==> src/rtl/bc_pkg.sv <==
package bc_pkg;

    // Scan phase of the correlator sequencer
    typedef enum logic {
        PH_IDLE = 1'b0,
        PH_SCAN = 1'b1
    } phase_e;

endpackage

==> src/rtl/bc_ones_tree.sv <==
// Adder-tree population count over N bits
module bc_ones_tree #(
    parameter int N = 8
) (
    input  logic [N-1:0]            bits,
    output logic [$clog2(N+1)-1:0]  count
);
    localparam int CW = $clog2(N + 1);
    localparam int LV = (N > 1) ? $clog2(N) : 0;
    localparam int PN = 1 << LV;

    // Heap layout: leaves at PN-1 .. 2*PN-2, root at 0
    logic [CW-1:0] part [2*PN-1];

    always_comb begin
        for (int i = 0; i < PN; i++) begin
            if (i < N) begin
                part[PN-1+i] = CW'(bits[i]);
            end else begin
                part[PN-1+i] = '0;
            end
        end
        for (int k = PN - 2; k >= 0; k--) begin
            part[k] = part[2*k+1] + part[2*k+2];
        end
        count = part[0];
    end

endmodule

==> src/rtl/bc_scan_ctrl.sv <==
// Word intake, one-bit shift window and offset/row sequencing
module bc_scan_ctrl
    import bc_pkg::*;
#(
    parameter int WORD_W    = 16,
    parameter int ROW_W     = 8,
    parameter int POSITIONS = 8,
    parameter int ROWS      = 8,
    localparam int PW = (POSITIONS > 1) ? $clog2(POSITIONS) : 1,
    localparam int RW = (ROWS > 1) ? $clog2(ROWS) : 1
) (
    input  logic              clk,
    input  logic              rst,
    input  logic              in_valid,
    input  logic [WORD_W-1:0] img_word,
    input  logic [ROW_W-1:0]  tmpl_row,
    output logic              in_ready,
    output logic              step,
    output logic [PW-1:0]     step_pos,
    output logic              frame_end,
    output logic [ROW_W-1:0]  window
);
    localparam logic [PW-1:0] POS_LAST = PW'(POSITIONS - 1);
    localparam logic [RW-1:0] ROW_LAST = RW'(ROWS - 1);

    typedef struct packed {
        phase_e            phase;
        logic [WORD_W-1:0] sh;
        logic [ROW_W-1:0]  tmpl;
        logic [PW-1:0]     pos;
        logic [RW-1:0]     row;
    } scan_t;

    scan_t scan_d, scan_q;
    logic  last_pos;
    logic  take;

    always_comb begin
        last_pos = (scan_q.phase == PH_SCAN) && (scan_q.pos == POS_LAST);
        in_ready = (scan_q.phase == PH_IDLE) || last_pos;
        take     = in_valid && in_ready;
        scan_d   = scan_q;

        if (scan_q.phase == PH_SCAN) begin
            scan_d.sh  = {scan_q.sh[WORD_W-2:0], 1'b0};
            scan_d.pos = scan_q.pos + PW'(1);
            if (last_pos) begin
                scan_d.phase = PH_IDLE;
                scan_d.pos   = '0;
                scan_d.row   = (scan_q.row == ROW_LAST) ? '0 : scan_q.row + RW'(1);
            end
        end

        if (take) begin
            scan_d.phase = PH_SCAN;
            scan_d.sh    = img_word;
            scan_d.tmpl  = tmpl_row;
            scan_d.pos   = '0;
        end
    end

    always_ff @(posedge clk) begin
        if (rst) begin
            scan_q <= '0;
        end else begin
            scan_q <= scan_d;
        end
    end

    assign step      = (scan_q.phase == PH_SCAN);
    assign step_pos  = scan_q.pos;
    assign frame_end = last_pos && (scan_q.row == ROW_LAST);
    assign window    = scan_q.sh[WORD_W-1 -: ROW_W] & scan_q.tmpl;

    AST_SHIFT_LEFT: assert property (@(posedge clk) disable iff (rst)
        (step && !last_pos) |=> (scan_q.sh == ($past(scan_q.sh) << 1))) else $error("shift");
    AST_POS_STEP: assert property (@(posedge clk) disable iff (rst)
        (step && !last_pos) |=> (step && (step_pos == $past(step_pos) + PW'(1)))) else $error("pos");
    AST_BUSY_IGNORE: assert property (@(posedge clk) disable iff (rst)
        (in_valid && !in_ready) |=> $stable(scan_q.tmpl)) else $error("ignore");

endmodule

==> src/rtl/bc_acc_bank.sv <==
// Per-offset running sums and the registered frame result
module bc_acc_bank #(
    parameter int ROW_W     = 8,
    parameter int POSITIONS = 8,
    parameter int ROWS      = 8,
    localparam int PW = (POSITIONS > 1) ? $clog2(POSITIONS) : 1,
    localparam int CW = $clog2(ROW_W + 1),
    localparam int SW = $clog2(ROW_W * ROWS + 1)
) (
    input  logic                    clk,
    input  logic                    rst,
    input  logic                    step,
    input  logic [PW-1:0]           step_pos,
    input  logic [CW-1:0]           count,
    input  logic                    frame_end,
    output logic [POSITIONS*SW-1:0] sums,
    output logic                    done
);
    typedef struct packed {
        logic [SW-1:0] acc;
        logic [SW-1:0] res;
    } lane_t;

    logic done_d, done_q;

    for (genvar p = 0; p < POSITIONS; p++) begin : g_lane
        lane_t         lane_d, lane_q;
        logic          hit;
        logic [SW-1:0] grown;

        assign hit = step && (step_pos == PW'(p));

        always_comb begin
            grown  = lane_q.acc + (hit ? SW'(count) : '0);
            lane_d = lane_q;
            lane_d.acc = grown;
            if (frame_end) begin
                lane_d.res = grown;
                lane_d.acc = '0;
            end
        end

        always_ff @(posedge clk) begin
            if (rst) begin
                lane_q <= '0;
            end else begin
                lane_q <= lane_d;
            end
        end

        assign sums[p*SW +: SW] = lane_q.res;

        AST_SUM_BOUND: assert property (@(posedge clk) disable iff (rst)
            (lane_q.acc <= SW'(ROW_W * ROWS))) else $error("bound");
        AST_ACC_CLEARED: assert property (@(posedge clk) disable iff (rst)
            frame_end |=> (lane_q.acc == '0)) else $error("clear");
    end

    always_comb begin
        done_d = frame_end;
    end

    always_ff @(posedge clk) begin
        if (rst) begin
            done_q <= 1'b0;
        end else begin
            done_q <= done_d;
        end
    end

    assign done = done_q;

    AST_DONE_SINGLE: assert property (@(posedge clk) disable iff (rst)
        done_q |=> !done_q) else $error("pulse");
    AST_RESULT_HOLD: assert property (@(posedge clk) disable iff (rst)
        !frame_end |=> $stable(sums)) else $error("hold");

endmodule

==> src/rtl/bit_template_corr.sv <==
// Binary template bit correlator: top level
module bit_template_corr #(
    parameter int WORD_W    = 16,
    parameter int ROW_W     = 8,
    parameter int POSITIONS = 8,
    parameter int ROWS      = 8,
    localparam int SW = $clog2(ROW_W * ROWS + 1)
) (
    input  logic                    clk,
    input  logic                    rst,
    input  logic                    in_valid,
    output logic                    in_ready,
    input  logic [WORD_W-1:0]       img_word,
    input  logic [ROW_W-1:0]        tmpl_row,
    output logic                    done,
    output logic [POSITIONS*SW-1:0] sums
);
    localparam int PW = (POSITIONS > 1) ? $clog2(POSITIONS) : 1;
    localparam int CW = $clog2(ROW_W + 1);

    logic             step;
    logic [PW-1:0]    step_pos;
    logic             frame_end;
    logic [ROW_W-1:0] window;
    logic [CW-1:0]    count;

    bc_scan_ctrl #(
        .WORD_W(WORD_W), .ROW_W(ROW_W), .POSITIONS(POSITIONS), .ROWS(ROWS)
    ) u_ctrl (
        .clk(clk), .rst(rst), .in_valid(in_valid), .img_word(img_word),
        .tmpl_row(tmpl_row), .in_ready(in_ready), .step(step),
        .step_pos(step_pos), .frame_end(frame_end), .window(window)
    );

    bc_ones_tree #(.N(ROW_W)) u_tree (
        .bits(window), .count(count)
    );

    bc_acc_bank #(
        .ROW_W(ROW_W), .POSITIONS(POSITIONS), .ROWS(ROWS)
    ) u_bank (
        .clk(clk), .rst(rst), .step(step), .step_pos(step_pos),
        .count(count), .frame_end(frame_end), .sums(sums), .done(done)
    );

    AST_READY_AFTER_RESET: assert property (@(posedge clk) disable iff (rst)
        $past(rst) |-> (in_ready && !done)) else $error("reset");
    AST_COUNT_RANGE: assert property (@(posedge clk) disable iff (rst)
        (count <= CW'(ROW_W))) else $error("count");

endmodule

==> config.mk <==
export PLATFORM = sky130hd
export DESIGN_NAME = bit_template_corr
export DESIGN_NICKNAME = d
export VERILOG_FILES = /design/src/rtl/bc_pkg.sv /design/src/rtl/bc_ones_tree.sv /design/src/rtl/bc_scan_ctrl.sv /design/src/rtl/bc_acc_bank.sv /design/src/rtl/bit_template_corr.sv
export SDC_FILE = /design/constraint.sdc
export NUM_CORES = 1
export LEC_CHECK = 0
export BUFFER_PORTS_ARGS = -buffer_cell sky130_fd_sc_hd__buf_2
export CAP_MARGIN = 20
export CORE_ASPECT_RATIO = 0.8
export CORE_MARGIN = 5
export CORE_UTILIZATION = 60
export DETAILED_ROUTE_END_ITERATION = 16
export PLACE_DENSITY = 0.85
export SYNTH_ARGS = -nofsm -noshare
export SYNTH_HDL_FRONTEND = slang
export SYNTH_SLANG_ARGS = --single-unit
==> constraint.sdc <==
create_clock -name clk -period 8.3 [get_ports clk]
set_input_delay 0.415 -clock clk [delete_from_list [all_inputs] [get_ports clk]]
set_output_delay 0.415 -clock clk [all_outputs]
set_load 0.01 [all_outputs]
Yosys cells after proc, flatten, opt, wreduce, memory -nomap -nowiden --
Cells that the tools add are included.
Storage, ports and cells: memories kept 0, input bits 27, bits in latches 0, flip-flop bits (word level) 144, RAM bits 0, ROM bits 0
Operators by class: reductions and logical operators 16, div/mod/pow operators 0, shift operators 0, bitwise operators 2, $add $sub $neg 17, eq/ne operators 8, multiplexer cells 14, multiply operators 0, order comparisons 0
Operator list (number):
- 7-bit adder | 8
- 4-bit two-way mux | 8
- 28-bit two-way mux | 1
- 17-bit two-way mux | 1
- 3-bit equality test (second input constant) | 5
- 4-bit adder | 3
- 6-bit two-way mux | 2
- 1-bit logical AND | 10
- 1-bit by 1-bit adder with 2-bit output | 4
- 8-bit bitwise AND | 1
- 3-bit by 1-bit adder with 3-bit output (second input constant) | 2
- 3-bit by 2-bit equality test with 1-bit output (second input constant) | 2
- 2-bit OR reduction | 2
- 3-bit by 1-bit equality test with 1-bit output (second input constant) | 1
- 3-bit logical NOT | 1
- 3-bit two-way mux | 1
- 2-bit AND reduction | 1
- 2-bit nonzero test | 1
- 1-bit logical OR | 1
- 1-bit two-way mux | 1
- 1-bit inverter | 1

Longest topological paths before layout --
Gate-level depths: netlist of the first run.
depth in word-level cells 6, depth in mapped cells 16, gate-level depth less buffers 15

By module --
A second synthesis of the first run with hierarchy kept.
Unflattened totals: cell total of the unflattened synthesis 873, area, all modules 7818.7 µm²
Modules (own cells, without submodules):
- bc_acc_bank | area an instance 6055.8 µm², cells each 668, instances 1
- bc_scan_ctrl | area an instance 1572.8 µm², cells each 181, instances 1
- bc_ones_tree | area an instance 190.2 µm², cells each 24, instances 1

Worst setup path before layout of the first run --
Ideal clock, no wire load.
path kind reg-to-reg, start reg u_ctrl.scan_q[12] (netlist bit), end reg u_bank.g_lane[5].lane_q, in the netlist u_bank.sums[39], clock period less this slack 3.791 ns, arrival time 3.674 ns, buffers on the path 1, stages on the path, launching flop included 17, slack 4.509 ns, path through dfxtp_1 and2_1 ha_1 fa_1 inv_1 fa_1 inv_1 ha_1 inv_1 fa_1 clkbuf_1 nor2_1 ha_1 a211oi_1 nor2_1 xor2_1 a22o_1
Between the ends: longest elaborated chain between the ends 6
Ends and longest elaborated chain:
- from (decl) | RTL line bc_scan_ctrl.sv:34 | scan_t scan_d, scan_q;
- from (signal assigned) | RTL line bc_scan_ctrl.sv:66 | scan_q <= scan_d;
- 8-bit bitwise AND | RTL line bc_scan_ctrl.sv:73 | assign window = scan_q.sh[WORD_W-1 -: ROW_W] & scan_q.tmpl;
- 1-bit by 1-bit adder with 2-bit output | RTL line bc_ones_tree.sv:24 | part[k] = part[2*k+1] + part[2*k+2];
- 4-bit adder (2 in a row) | RTL line bc_ones_tree.sv:24
- 4-bit two-way mux | RTL line bc_acc_bank.sv:34 | grown = lane_q.acc + (hit ? SW'(count) : '0);
- 7-bit adder | RTL line bc_acc_bank.sv:34
- to (signal assigned) | RTL line bc_acc_bank.sv:47 | lane_q <= lane_d;
- to (decl) | RTL line bc_acc_bank.sv:27 | lane_t lane_d, lane_q;
Every way passes these cells. A chain may end at the register's enable or synchronous reset.

Worst setup path in the final report of the first run --
start reg u_ctrl.scan_q[28] (netlist bit), end reg u_bank.g_lane[5].lane_q, in the netlist u_bank.sums[39]
Same word-level chain as after synthesis.

==> run summary, run 1 <==
The total count of hold-check failures in the final report was 0; the worst path arrival time was 4440 ps. Starting utilization of the core area: 0.6065. Yosys mapped the design onto 34 distinct sky130hd cell types. The number of maximum-capacitance constraint violations is 0, and the count of pins over their slew limit is 0. For the post-cts repair resize count, the log shows 0. The gate count after technology mapping is 752, and the highest clock frequency the design can meet is 241.9 MHz. The floorplan has 35 rows.

Setup violations remaining at the end of the flow were counted as 0. The tools report the setup TNS as 0 ps. The run gives 850 as the net count of the finished layout. Across the routed clock network, the largest skew measured is 8.475 ps. The run gives 249.5 ps as the final worst hold slack. The kind of cell with the highest combined delay along the critical path is adder cells.

Synthesis inferred 144 register bits. The detailed router put a total of 6377 um of wire on met1. The post-synthesis area per instance came out at 9.218 um2.

The iteration-0 DRC count of the detailed router came out at 459. The total inserted antenna cells came out at 0. The overall power was 1.599 mW; the width of the die was 130.2 um. The tools report the global-route usage over all layers as 0.2174. The detailed route wirelength on metal3 came out at 854 um. For this run, design rule violations remaining after detail routing come to 0. Insertion delay of the later-clocked pin in the worst-skew pair: 420 ps. The area share of the leading cell type in the synthesized netlist was 0.4159; the wire length of the first global-routing pass was 24,050 um. The share of post-route cells with drive strength above 1 is 0.1776, and the maximum count of clock buffers along a single path is 2. The area growth from synthesis to layout is 9.422%. Entering global routing, the biggest net connects 72 pins.

Post-detailed-route count of antenna-violating nets: 0. Classification of the worst setup path: register to register. Traced cell by cell, the critical path runs through and2_1 -> ha_1 -> fa_1 -> inv_1 -> fa_1 -> inv_1 -> ha_1 -> inv_1 -> fa_1 -> nor2_1 -> ha_1 -> a211oi_1 -> nor2_1 -> xor2_1 -> a22o_1. The clock tree root driver cell was clkbuf_16. The sequential-to-total area share from yosys stat was 0.4159.

The logs give 0 for the initial antenna violation count and 4171 ps for the pre-CTS setup slack. Clock-pin slew was measured on the worst setup and hold paths at 60 ps. STA classifies the critical path startpoint as a register. For this run, the slowest stage of the critical path takes 740 ps. The slowest cell on the critical path was fa_1.

The required time of the critical path is 8610 ps, and the average wire length per cell after detail routing is 16.10 um. In this run the cell area measured after placement is 6932 um2. In this run the worst path has a maximum fanout of 8.

The tree built by TritonCTS fans out to 144 sinks. The logs give 7363 um for the met2 wire length and 848 for the number of fill cells. Buffers added to address setup during post-CTS repair amount to 0.

Worst setup slack after layout: 4166 ps. The worst setup path is captured at a register. The clock tree synthesis step divided the H-tree into 4 levels. Across the VDD grid, the largest voltage drop is 0.0001318 V.

The count of pins on the block boundary was 85. The number of nets in the synthesized netlist is 837. Signal routing reaches up to met4. The die area is 13,820 um2. The final clock period utilization by the worst path is 0.4981. Global routing finished with a remaining overflow of 0. For the number of buffers created by CTS, the log shows 17. The total power divided by cell area is 210.8 nW/um2, and the shortest clock period the worst path allows after layout is 4134 ps. Vertical die dimension: 106.1 um.

The buffer and inverter count on the worst path came out at 3. The flow ran to the end, and the final reports show no timing, DRC or antenna violations. For this design the static power due to leakage is 3.314 nW.

The first-pass iteration count of the detailed router is 5. By area the synthesized netlist is led by dfxtp_1, ha_1, buf_4. In this run the tool buffered the top-level ports with 84 buffer cells. For this run, the number of Yosys warnings is 0. The path class of the tightest hold or removal check is input port to register.

The post-detailed-placement half-perimeter wirelength was 10,070 um; the max-slew headroom at the worst pin was 0.3539. Number of vias per cell after detailed routing: 5.520. At the pin with the least slew margin, the transition time is 967.3 ps. After floorplanning, the core was sized to cover 11,430 um2. The count of hold buffers inserted by post-cts repair is 0, and the number of global-route vias before repair is 5,210. TritonCTS built the clock tree. For this block, the routed nets add up to 14,890 um of wire. After synthesis the cells add up to 6932 um2.

Setup repair after global routing left no endpoint under its margin. The routed layout has 5,106 vias. After routing the design area is 7585 um2. At the end of routability-driven placement, the weighted congestion stood at 0.8442.

dfxtp_1 takes more of the synthesized area than any other cell.
cells in the mapped netlist:
cell type / count
buf_1: 2
buf_2: 11
or2_1: 1
o21ai_1: 20
xor2_1: 19
inv_1: 25
a31oi_1: 2
a22o_1: 29
inv_4: 1
clkbuf_2: 2
mux2i_1: 1
nor2_1: 94
nor3_1: 6
and2_4: 1
nand2b_1: 5
nand2_1: 84
nand2_2: 1
xnor2_1: 22
fa_1: 12
nand3_1: 14
buf_6: 7
clkbuf_1: 13
and2_1: 37
buf_4: 58
ha_1: 46
a211oi_2: 1
a32oi_1: 16
mux2_2: 16
a211oi_1: 17
a21oi_1: 14
o21ai_0: 22
a21oi_2: 1
dfxtp_1: 144
o31ai_1: 8
routing by layer:
metal	track usage	vias up
li1	-	2489
met1	0.2686	2416
met2	0.3620	165
met3	0.04922	36
met4	0.09421	0
met5	0	-
worst paths after layout:
check                         start                 to  slack (ps)  depth (start not counted)
hold reg to reg   u_ctrl.scan_q[17]  u_ctrl.scan_q[18]         440                          2
setup / recovery  u_ctrl.scan_q[28]    u_bank.sums[39]        4170                         15
hold / removal          tmpl_row[5]  u_ctrl.scan_q[11]         250                          3
setup reg to reg  u_ctrl.scan_q[28]    u_bank.sums[39]        4170                         15
layout make-up:
| class | instances | area, um2 | share of cell area |
|---|---|---|---|
| multi-input cells | 489 | 3321 | 0.4378 |
| flip-flops and latches | 144 | 2883 | 0.3801 |
| clock buffers | 21 | 470.5 | 0.06203 |
| repair buffers | 87 | 442.9 | 0.05840 |
| well taps | 148 | 185.2 | 0.02441 |
| clock inverters | 10 | 182.7 | 0.02408 |
| inverters | 26 | 100.1 | 0.01320 |
cell usage in the layout, fill, tap and decap left out, types with 2 or more instances in the layout:
| cell type | instances |
|---|---|
| ha_1 | 46 |
| fa_1 | 12 |
| clkbuf_8 | 3 |
| xnor2_1 | 22 |
| nand2_1 | 84 |
| dfxtp_1 | 144 |
| buf_2 | 84 |
| clkinv_2 | 2 |
| a211oi_1 | 17 |
| o21ai_1 | 20 |
| nand3_1 | 14 |
| o21ai_0 | 22 |
| nand2b_1 | 5 |
| clkbuf_16 | 17 |
| mux2_2 | 16 |
| inv_1 | 25 |
| bufinv_16 | 5 |
| o31ai_1 | 8 |
| a22o_1 | 29 |
| clkinvlp_4 | 3 |
| xor2_1 | 19 |
| a32oi_1 | 16 |
| and2_1 | 37 |
| a21oi_1 | 14 |
| nor2_1 | 94 |
| nor3_1 | 6 |
| buf_4 | 3 |
| a31oi_1 | 2 |
logic make-up after synthesis:
logic type | after synthesis | share of synthesized area
buffers and inverters | 119 | 0.1061
XOR/XNOR | 41 | 0.05180
AO/OA/AOI/OAI | 130 | 0.1292
multiplexers | 17 | 0.02744
AND/OR/NAND/NOR | 243 | 0.1518
flip-flops | 144 | 0.4159
adder cells (fa/ha/maj) | 58 | 0.1177
worst reg2reg max path: stages (launching register included):
cell and delay [ps]:
dfxtp_1 320, and2_1 140, ha_1 210, fa_1 530, inv_1 60, fa_1 460
inv_1 70, ha_1 130, inv_1 50, fa_1 740, nor2_1 100, ha_1 340
a211oi_1 380, nor2_1 110, xor2_1 170, a22o_1 210
flip-flops by register name, indices dropped and copies added, names as in the netlist:
signal / cells
u_bank.g_lane.lane_q: 56
u_bank.sums: 56
u_ctrl.scan_q: 27
u_ctrl.step_pos: 3
u_bank.done: 1
u_ctrl.step: 1
power breakdown:
group	internal [mW]	switching, mW	total, mW
Combinational	0.0197	0.0353	0.0550
Sequential	0.700	0.00535	0.705
Clock	0.554	0.284	0.839
stage by stage:
| stage | util | cells |
|---|---|---|
| final | 0.6636 | 925 |
| after detailed placement | 0.6065 | 894 |
| after global placement | 0.6065 | 894 |
| after CTS | 0.6636 | 925 |
| after floorplan | - | 752 |
| after global routing | 0.6636 | 925 |
Note: power is estimated with default switching activity, not from simulation.
==> run 2, diff against run 1 <==
Settings changed: CORE_UTILIZATION 60 to 58, PLACE_DENSITY 0.85 to 0.83.
Clock period 8.3 ns to 3.83 ns, I/O delays scaled along.
==> run 2 against run 1 <==
Final cell count is 2.1% higher. Sequential power is 120% higher. Sequential share of layout area is 2.2 points lower. Hold slack worse by 230 ps. Critical path type unchanged. Utilization is 3.1 points higher. Non-clock buffer count is 18 higher. Power is 110% higher. Largest power group unchanged. Count of clock-buffer cells in the layout is 4 lower. Clock skew is 2.5 ps lower.
==> run summary, run 2 (synthesis results as in run 1) <==
The flow ran to the end, and the final reports show no timing, DRC or antenna violations. The top cell types in the final layout, fill and taps aside, are dfxtp_1, nand2_1, buf_2. The global routing usage on met1 came out at 0.2722.

The classification of the worst setup path was register to register. The reported leakage power was 3.420 nW; the maximum net fanout on the critical path was 7. The tools report the clock tree root driver cell as clkbuf_16. For the worst-skew pair, the clock arrives at the later sink with an insertion delay of 410 ps. TritonCTS built the clock tree. Most frequent standard cell in the layout excluding fill and tap cells: dfxtp_1. The worst setup path is launched from a register. The total inserted antenna cells came out at 0.

Max-cap violations in this run came to 0. The clock transition at the registers of the reported paths was 60 ps; the post-detailed-placement half-perimeter wirelength was 9869 um. At the end of the flow, the number of nets in the layout was 868. The share of post-route cells with drive strength above 1 is 0.2827, and the shortest clock period the worst path allows after layout is 3805 ps.

The final clock period utilization by the worst path was 0.9933; the power spent charging and discharging nets was 0.7158 mW. Using the TritonRoute via totals, the vias-per-cell ratio works out to 5.597. The tools report the worst path arrival time as 4110 ps. The floorplan step set the die height to 107.8 um. The tools report the total count of hold-check failures in the final report as 0.

After filler insertion, the fill cell instance count of the layout stands at 777. The count of nets left with antenna violations once routing finished came out at 0. The via count of the routed design was 5,284.

Entering global routing, the biggest net connects 86 pins. In the final routed layout, each cell accounts on average for 16.74 um. After global routing, the most crowded layer is met2.

The routability congestion estimate is 0.8592. Pin placement for this block handled 85 I/O pins. Timing would allow up to 262.8 MHz. The final setup skew is 6.011 ps.

The die is 132.2 um wide. At the pin with the least slew margin, the transition time is 1017 ps. The required time of the critical path is 4130 ps. The die area is 14,250 um2, and the maximum count of clock buffers along a single path is 2. For the iteration-0 DRC count of the detailed router, the log shows 362. The tools report the starting utilization of the core area as 0.5973. For the count of endpoints failing setup in the final report, the log shows 0. The tightest min-delay check is of the input port to register type. The final non-filler cell area was 8064 um2; the core area was 11,600 um2. The number of port buffers was 84.

Registers take 2889 um2. The run gives 0.2129 as the global-route usage over all layers. The total power divided by cell area is 409.0 nW/um2. The number of global-route vias before repair was 5,261; the switching share of power was 0.2170. The element type at the critical path end was a register. Summed over all layers, the routed wires come to 15,810 um.

Total power for the finished layout comes to 3.298 mW. The max-slew headroom at the worst pin is 0.3206, and the maximum resistive drop on vdd is 0.0003511 V. The first-pass iteration count of the detailed router came out at 4.

For the initial antenna violation count, the log shows 0. Setup repair after global routing could not meet its margin everywhere. The run gives 144 as the TritonCTS sink count. The internal power consumption is 2.583 mW, and the proportion of power drawn by the clock network is 0.498. The total overflow left after global routing is 0. The share of total power in combinational logic was 0.038. Post-detailed-route DRC marker count: 0. The initialized floorplan defines 35 standard-cell rows.

The logs give 0.04346 for the met3 usage in global routing and 0.463 for the part of the power in registers. The CTS H-tree depth was 4; the multi-input logic area was 3694 um2. The area growth from synthesis to layout was 16.34%; the met2 track demand over resource in global routing was 0.3594.

The total placed instance area was 7029 um2. The run gives 17 as the number of buffers created by CTS. Count of pins over their slew limit: 0. The first global-routing pass estimated 24,940 um of wire.
[run 2: final cells by class]
type                       count  area share
multi-input combinational    489      0.4580
sequential                   144      0.3583
timing repair buffer         105     0.07463
clock buffer                  17     0.05275
tap                          148     0.02296
clock inverter                15     0.02095
inverter                      26     0.01241
[run 2: path summary, 6_finish.rpt]
path,start,to,depth (start not counted),slack (ps)
min,tmpl_row[5],u_ctrl.scan_q[11],3,20
min reg2reg,u_bank.sums[44],u_bank.sums[44],2,440
max reg2reg,u_ctrl.scan_q[24],u_bank.sums[38],17,30
max,u_ctrl.scan_q[24],u_bank.sums[38],17,30
[run 2: timing repair]
item,CTS,global route
hold buffers,0,0
resized for setup,34,50
buffers inserted,2,3
pin swaps,20,44
endpoints found under the setup margin,64,63
[run 2: per-layer routing]
layer,wire [um],part of all wire,up-vias
li1,-,-,2528
met1,6698,0.42,2546
met2,7820,0.49,171
met3,912,0.058,39
met4,374,0.024,0
met5,0,0,-
[run 2: through the flow]
| step | util | setup TNS (ps) | hold slack (ps) | setup slack [ps] | instances |
|---|---|---|---|---|---|
| 2_1_floorplan | - | 0 | 339.0 | 39.16 | 752 |
| 3_3_place_gp | 0.6057 | -2090 | 427.3 | -104.6 | 907 |
| 3_5_place_dp | 0.6057 | -7403 | 437.1 | -248.7 | 907 |
| 4_1_cts | 0.6705 | 0 | 11.78 | 6.192 | 941 |
| 5_1_grt | 0.6949 | -1372 | 24.44 | -104.1 | 944 |
| 6_report | 0.6949 | 0 | 22.01 | 25.50 | 944 |
[run 2: power groups by stage]
stage | Sequential [mW] | Combinational (mW) | Clock, mW
floorplan | 1.56 | 0.0864 | 0
global placement | 1.56 | 0.119 | 0
detailed placement | 1.56 | 0.123 | 0
CTS | 1.53 | 0.125 | 1.67
global route | 1.53 | 0.141 | 1.74
finish | 1.53 | 0.126 | 1.64
[run 2: critical path, cell delays in order (launching register included)]
cell and delay [ps]:
dfxtp_2 320, and2_4 160, ha_4 160, fa_1 540, inv_2 40, fa_1 490, inv_1 40, ha_2 160
inv_2 50, fa_2 460, buf_12 170, nor2_2 150, ha_4 230, buf_6 120, nor2_4 150, nor2_2 70
xor2_2 200, a22o_1 190
